<file path="config.mk">
export PLATFORM = sky130hd
export DESIGN_NAME = fir3_cutset
export DESIGN_NICKNAME = d
export VERILOG_FILES = /design/src/rtl/fir3_pkg.sv /design/src/rtl/fir3_tap_line.sv /design/src/rtl/fir3_mult.sv /design/src/rtl/fir3_cutset.sv
export SDC_FILE = /design/constraint.sdc
export NUM_CORES = 2
export LEC_CHECK = 0
export BUFFER_PORTS_ARGS = -buffer_cell sky130_fd_sc_hd__buf_2
export CAP_MARGIN = 20
export CORE_MARGIN = 2
export CORE_UTILIZATION = 50
export DETAILED_ROUTE_END_ITERATION = 7
export GPL_ROUTABILITY_DRIVEN = 0
export PLACE_DENSITY_LB_ADDON = 0.2
export SYNTH_ARGS = -nofsm -noshare
export SYNTH_HDL_FRONTEND = slang
export SYNTH_HIERARCHICAL = 1
export SYNTH_SLANG_ARGS = --single-unit
</file>
<file path="constraint.sdc">
create_clock -name clk_i -period 7.2 [get_ports clk_i]
set_input_delay 1.44 -clock clk_i [delete_from_list [all_inputs] [get_ports clk_i]]
set_output_delay 1.44 -clock clk_i [all_outputs]
set_load 0.01 [all_outputs]
</file>
<file path="src/rtl/fir3_pkg.sv">
package fir3_pkg;
  localparam int unsigned NUM_TAPS   = 3;
  localparam int unsigned GUARD_BITS = 2;
endpackage

</file>
<file path="src/rtl/fir3_tap_line.sv">
module fir3_tap_line #(
  parameter int unsigned W     = 16,
  parameter int unsigned DEPTH = 2
) (
  input  logic                  clk_i,
  input  logic                  rst_ni,
  input  logic                  en_i,
  input  logic [W-1:0]          din_i,
  output logic [DEPTH:0][W-1:0] tap_o
);
  logic [DEPTH-1:0][W-1:0] dly_q;

  assign tap_o[0] = din_i;

  for (genvar i = 0; i < DEPTH; i++) begin : g_dly
    if (i == 0) begin : g_head
      always_ff @(posedge clk_i or negedge rst_ni) begin
        if (!rst_ni)   dly_q[i] <= '0;
        else if (en_i) dly_q[i] <= din_i;
      end
    end else begin : g_body
      always_ff @(posedge clk_i or negedge rst_ni) begin
        if (!rst_ni)   dly_q[i] <= '0;
        else if (en_i) dly_q[i] <= dly_q[i-1];
      end
    end
    assign tap_o[i+1] = dly_q[i];
  end
endmodule

</file>
<file path="src/rtl/fir3_mult.sv">
module fir3_mult #(
  parameter int unsigned W = 16,
  localparam int unsigned PW = 2 * W
) (
  input  logic signed [W-1:0]  a_i,
  input  logic signed [W-1:0]  b_i,
  output logic signed [PW-1:0] p_o
);
  logic signed [PW-1:0] a_ext, b_ext;
  assign a_ext = PW'(a_i);
  assign b_ext = PW'(b_i);
  assign p_o   = a_ext * b_ext;
endmodule

</file>
<file path="src/rtl/fir3_cutset.sv">
module fir3_cutset
  import fir3_pkg::*;
#(
  parameter int unsigned W = 16,
  localparam int unsigned PW    = 2 * W,
  localparam int unsigned ACC_W = PW + GUARD_BITS
) (
  input  logic                    clk_i,
  input  logic                    rst_ni,
  input  logic                    smp_valid_i,
  input  logic signed [W-1:0]     smp_i,
  input  logic signed [W-1:0]     coef_a_i,
  input  logic signed [W-1:0]     coef_b_i,
  input  logic signed [W-1:0]     coef_c_i,
  output logic                    res_valid_o,
  output logic signed [ACC_W-1:0] res_o
);
  logic [NUM_TAPS-1:0][W-1:0]  tap;
  logic [NUM_TAPS-1:0][W-1:0]  coef;
  logic [NUM_TAPS-1:0][PW-1:0] prod;

  assign coef = {coef_c_i, coef_b_i, coef_a_i};

  fir3_tap_line #(.W(W), .DEPTH(NUM_TAPS - 1)) i_tap_line (
    .clk_i  (clk_i),
    .rst_ni (rst_ni),
    .en_i   (smp_valid_i),
    .din_i  (smp_i),
    .tap_o  (tap)
  );

  for (genvar t = 0; t < NUM_TAPS; t++) begin : g_mul
    fir3_mult #(.W(W)) i_mult (
      .a_i ($signed(tap[t])),
      .b_i ($signed(coef[t])),
      .p_o (prod[t])
    );
  end

  // Stage 1: first adder plus the oldest product; the cutset lies below it.
  logic signed [ACC_W-1:0] pair_sum_d, pair_sum_q;
  logic signed [PW-1:0]    old_prod_q;
  logic                    vld_q;

  assign pair_sum_d = ACC_W'($signed(prod[0])) + ACC_W'($signed(prod[1]));

  always_ff @(posedge clk_i or negedge rst_ni) begin
    if (!rst_ni) begin
      pair_sum_q <= '0;
      old_prod_q <= '0;
      vld_q      <= 1'b0;
    end else begin
      vld_q <= smp_valid_i;
      if (smp_valid_i) begin
        pair_sum_q <= pair_sum_d;
        old_prod_q <= $signed(prod[NUM_TAPS-1]);
      end
    end
  end

  // Stage 2: final adder, fed only from cutset registers.
  assign res_o       = pair_sum_q + ACC_W'(old_prod_q);
  assign res_valid_o = vld_q;
endmodule

</file>
==> Word level (Yosys, flattened, before mapping) <==
Cells that the tools add are included.
{ "totals": {"reg_bits": 99, "input_bits": 67} }
{ "op_classes": {"addsub": 2, "n_mul": 3} }
{ "ops": {"columns": ["cell", "count"], "rows": [
  ["multiplier 16 x 16 -> 32 bit", 3],
  ["adder 34 x 32 -> 34 bit", 1],
  ["adder 32 x 32 -> 33 bit", 1]
]} }

==> Depth between registers and ports, before layout <==
{ "logic_depth": {"ltp_word": 2, "ltp_mapped": 32, "mapped_depth_nobuf": 29} }

==> By module <==
The synthesis kept the hierarchy.
{ "modules_own_cells": {"columns": ["mod", "instances", "cells_each", "area_each_um2", "seq_area_each_um2"], "rows": [
  ["fir3_mult (g_mul[1].i_mult)", 1, 1106, 9963.3, 0.0],
  ["fir3_mult (g_mul[0].i_mult)", 1, 1094, 9919.5, 0.0],
  ["fir3_mult (g_mul[2].i_mult)", 1, 1079, 9828.2, 0.0],
  ["fir3_cutset", 1, 657, 5947.0, 1651.6],
  ["fir3_tap_line", 1, 84, 1465.2, 800.8]
]} }

==> Worst setup path before layout <==
No wires, ideal clock.
{ "synth_path": {"path_type": "in2reg", "from": "in coef_b_i[1]", "to": "reg pair_sum_q[27]", "setup_ns": 0.125, "t_arrival_ns": 8.295, "required_ns": 7.075, "setup_slack_ns": -1.220, "stages": 28, "n_path_buf": 2, "cell_sequence": "clkbuf_1 -> nand2_1 -> inv_1 -> fa_1 -> fa_1 -> fa_1 -> fa_1 -> fa_1 -> inv_1 -> fa_1 -> inv_1 -> ha_1 -> clkbuf_1 -> a21oi_1 -> o21ai_0 -> a221o_1 -> o21a_1 -> o21a_1 -> nor2_1 -> xnor2_1 -> ha_1 -> nand2_1 -> nor2_1 -> a221oi_2 -> o21ai_2 -> a221o_1 -> xor2_1 -> mux2_4"} }
{ "synth_lines": {"columns": ["item", "line", "rtl"], "rows": [
  ["start: declaration", "fir3_cutset.sv:13", "input logic signed [W-1:0] coef_b_i,"],
  ["end signal: assignment", "fir3_cutset.sv:55", "pair_sum_q <= pair_sum_d;"],
  ["end: declaration", "fir3_cutset.sv:41", "logic signed [ACC_W-1:0] pair_sum_d, pair_sum_q;"]
]} }

==> results.py <==
metrics = {
    "die": {
        "initial_core_util_pct": 50.7,
        "coreArea_mm2": 0.0732,
        "die_area_mm2": 0.0764,
        "rows": 99,
        "die_height_um": 276,
        "io_pins": 102,
        "die_width_um": 276,
    },
    "timing": {
        "hold_viol_final": 0,
        "rsz0062_at_grt": "yes",
        "slew_headroom_pct": 36.2,
        "final.setup.tns_ns": -9.06,
        "fin_hold_ws_ns": 0.504,
        "max_freq_mhz": 126,
        "finalClockSkew_ns": 0.00867,
        "finalSetupViolCount": 19,
        "worst_slack_ns": -0.738,
        "worstMarginPinSlew_ns": 0.957,
        "min_period_ns": 7.94,
        "slew_violations": 0,
        "period_share_pct": 110,
    },
    "worst_setup_path": {
        "crit_slowest_cell": "or4_4",
        "cp.required_ns": 7.47,
        "critical_path_class": "in2reg",
        "critPathMaxStageDelay_ns": 0.60,
        "cp-start-kind": "input port",
        "rr_startpoint": "i_tap_line/tap_o[24]",
        "critPathArrivalTime_ns": 8.21,
        "cp-end-kind": "flip-flop",
        "crit_fanout": 6,
        "crit_top_cell": "fa_1",
        "crit_start": "coef_b_i[4]",
    },
    "logic_synthesis": {
        "synthAdderAreaFrac_pct": 53.0,
        "ys_ff_latch": 98,
        "synth_compound_area_share_pct": 8.19,
        "yosys.area_share.simple_pct": 14.8,
        "syn_area_mm2": 0.0371,
        "synth-edff-count": 0,
        "syn_area_per_cell_um2": 9.23,
        "synth.distinct_cells": 93,
        "synth_top_family_by_area": "adder cells",
        "ys.warnings.count": 6,
        "synthMuxAreaShare_pct": 3.03,
        "ys_seq_area_share_pct": 6.61,
        "synthXorXnorAreaFrac_pct": 3.54,
        "syn_nets": 5186,
        "synthFlopType": "dfrtp_1",
        "synth_cells": 4020,
        "async_flop_share_pct": 100,
    },
    "detailed_routing": {
        "drt_wl_total_um": 92600,
        "via_per_inst": 5.17,
        "antenna_left": 0,
        "drc": 0,
        "firstDrtPassIters": 6,
        "vias": 28400,
        "drt_iter0_markers": 1160,
        "routedWlPerCell_um": 16.9,
    },
    "clock_tree": {
        "path_clk_slew_ns": 0.07,
        "cts.sinks": 98,
        "root_buffer": "clkbuf_16",
        "clk_path_buf_depth": 2,
        "cts_tree": "yes",
        "cts_made_buffers": 9,
        "htree_levels": 3,
        "clk-insertion-delay-late_ns": 0.38,
    },
    "global_routing": {
        "grt_pass1_wl_um": 158000,
        "grt.met2_usage_pct": 44.9,
        "grt_max_degree": 81,
        "grt_use_met3_pct": 2.23,
        "gr-usage-met1_pct": 33.4,
        "first_global_vias": 31400,
        "overflow": 0,
        "track_usage_pct": 25.4,
        "antenna_found_initial": 0,
        "grt.busiest_layer": "met2",
    },
    "place": {
        "dp.cells": 5450,
        "port-buffer-count": 101,
        "dp_hpwl_um": 80800,
        "placed_area_mm2": 0.0426,
    },
    "finish": {
        "area_growth_syn_to_layout_pct": 18.9,
        "fin_cells": 5489,
        "drive_above_1_share_pct": 21.6,
        "final_nets": 5692,
        "diodes": 0,
        "n_fill_cell": 6325,
        "fin_area_mm2": 0.0442,
    },
    "run_status": {
        "violations": "negative setup slack",
        "status": "finished with violations",
    },
    "hold_path": {
        "hp-start": "pair_sum_q[4]",
        "hp-class": "reg2reg",
    },
    "run": {
        "maxCapViolations": 0,
    },
}
-- layer usage --
| layer | vias to the layer above | routed length [um] |
|---|---|---|
| met4 | 0 | 2680 |
| met3 | 153 | 2990 |
| met1 | 14400 | 40400 |
| met2 | 535 | 46500 |
| li1 | 13300 | - |
| met5 | - | 0 |
-- cells in the final DEF, fill, tap and decap left out, types with 12 or more instances in the layout --
cell      netlist  layout
inv_1         897     884
fa_1          788     776
buf_4          17     513
nand2_1       434     424
and2_1        371     356
ha_1          311     277
nor2_1        120     110
dfrtp_1        98      98
xnor2_1       110      95
a21oi_1       115      85
buf_2           1      78
a21o_1         65      65
o21ai_0        66      49
mux2_4         31      43
mux2_2         55      43
xor2_1         38      36
a21oi_2         7      33
ha_4            0      30
nor3_1         36      29
nand3_1        30      28
buf_6           2      26
o21ai_1        16      24
nand2b_1       19      19
buf_12          3      18
o21bai_1       21      17
nand4_1        16      16
and2_4          1      16
o21a_1         16      15
o211ai_1       13      13
nor2b_1        13      13
xnor2_2         1      13
a31oi_1        16      12
inv_2           0      12
fa_2            0      12
-- per-stage QoR --
step	util (%)	worst slack [ns]
final	60.3	-0.738
after global routing	60.3	-0.953
after global placement	58.2	-1.29
after floorplan	-	-0.835
after detailed placement	58.2	-1.34
after CTS	59.7	-0.727
-- kinds of logic (layout without fill, tap and decap cells) --
family,Yosys count,after routing
and+or+nand+nor,1101,1101
adders and majority gates,1099,1099
buffers and inverters,1041,1551
AOI/OAI and AO/OA,442,442
xor gates and xnor gates,149,149
DFF,98,98
muxes,90,90
-- cell usage after synthesis, drive strengths merged, types with 65 or more instances --
master / n / area [um2]
fa: 788 / 15800
ha: 311 / 3890
inv: 897 / 3370
a21oi: 122 / 637
clkbuf: 117 / 439
xnor2: 111 / 980
and2: 372 / 2330
dfrtp: 98 / 2450
a21o: 65 / 488
nand2: 434 / 1630
nor2: 121 / 457
mux2: 86 / 1080
o21ai: 85 / 437
-- worst max-delay path, delay by kind of cell --
family	cells	cell delay [ns]
adders and majority gates	8	3.52
buffers and inverters	8	0.69
and+or+nand+nor	5	1.13
xor gates and xnor gates	1	0.23
AOI/OAI and AO/OA	7	1.20
-- cell type report --
class                   instances  area, um2  area share, %
well taps                     959       1200           2.72
inverters                     897       3370           7.63
flip-flops and latches         98       2450           5.55
clock inverters                 5       32.5         0.0737
clock buffers                  10        229          0.519
multi-input cells            2881      31900           72.3
repair buffers                639       4940           11.2
-- what timing repair did --
item                       CTS  global route
hold endpoints to repair     0             0
gates cloned                 0             0
hold buffers                 0             0
buffers inserted            15            10
resized for setup          130            91
pin swaps                   92            70
setup endpoints to repair   21            23
-- final timing paths --
path | cells after the start | end | slack [ns]
setup / recovery | 29 | pair_sum_q[28] | -0.74
hold / removal | 2 | pair_sum_q[4] | 0.50
setup reg to reg | 27 | pair_sum_q[28] | -0.32
hold reg to reg | 2 | pair_sum_q[4] | 0.50
max in group asynchronous | 2 | i_tap_line/tap_o[42] | 4.93
min in group asynchronous | 1 | pair_sum_q[1] | 0.97
-- registers in the layout, indices dropped and copies added, names as in the netlist --
| register | flops |
|---|---|
| old_prod_q | 32 |
| i_tap_line/tap_o | 32 |
| res_valid_o | 1 |
| pair_sum_q | 33 |
Power is not shown: default switching activity piles up to over one toggle a cycle in this logic, so the estimate is an artifact.
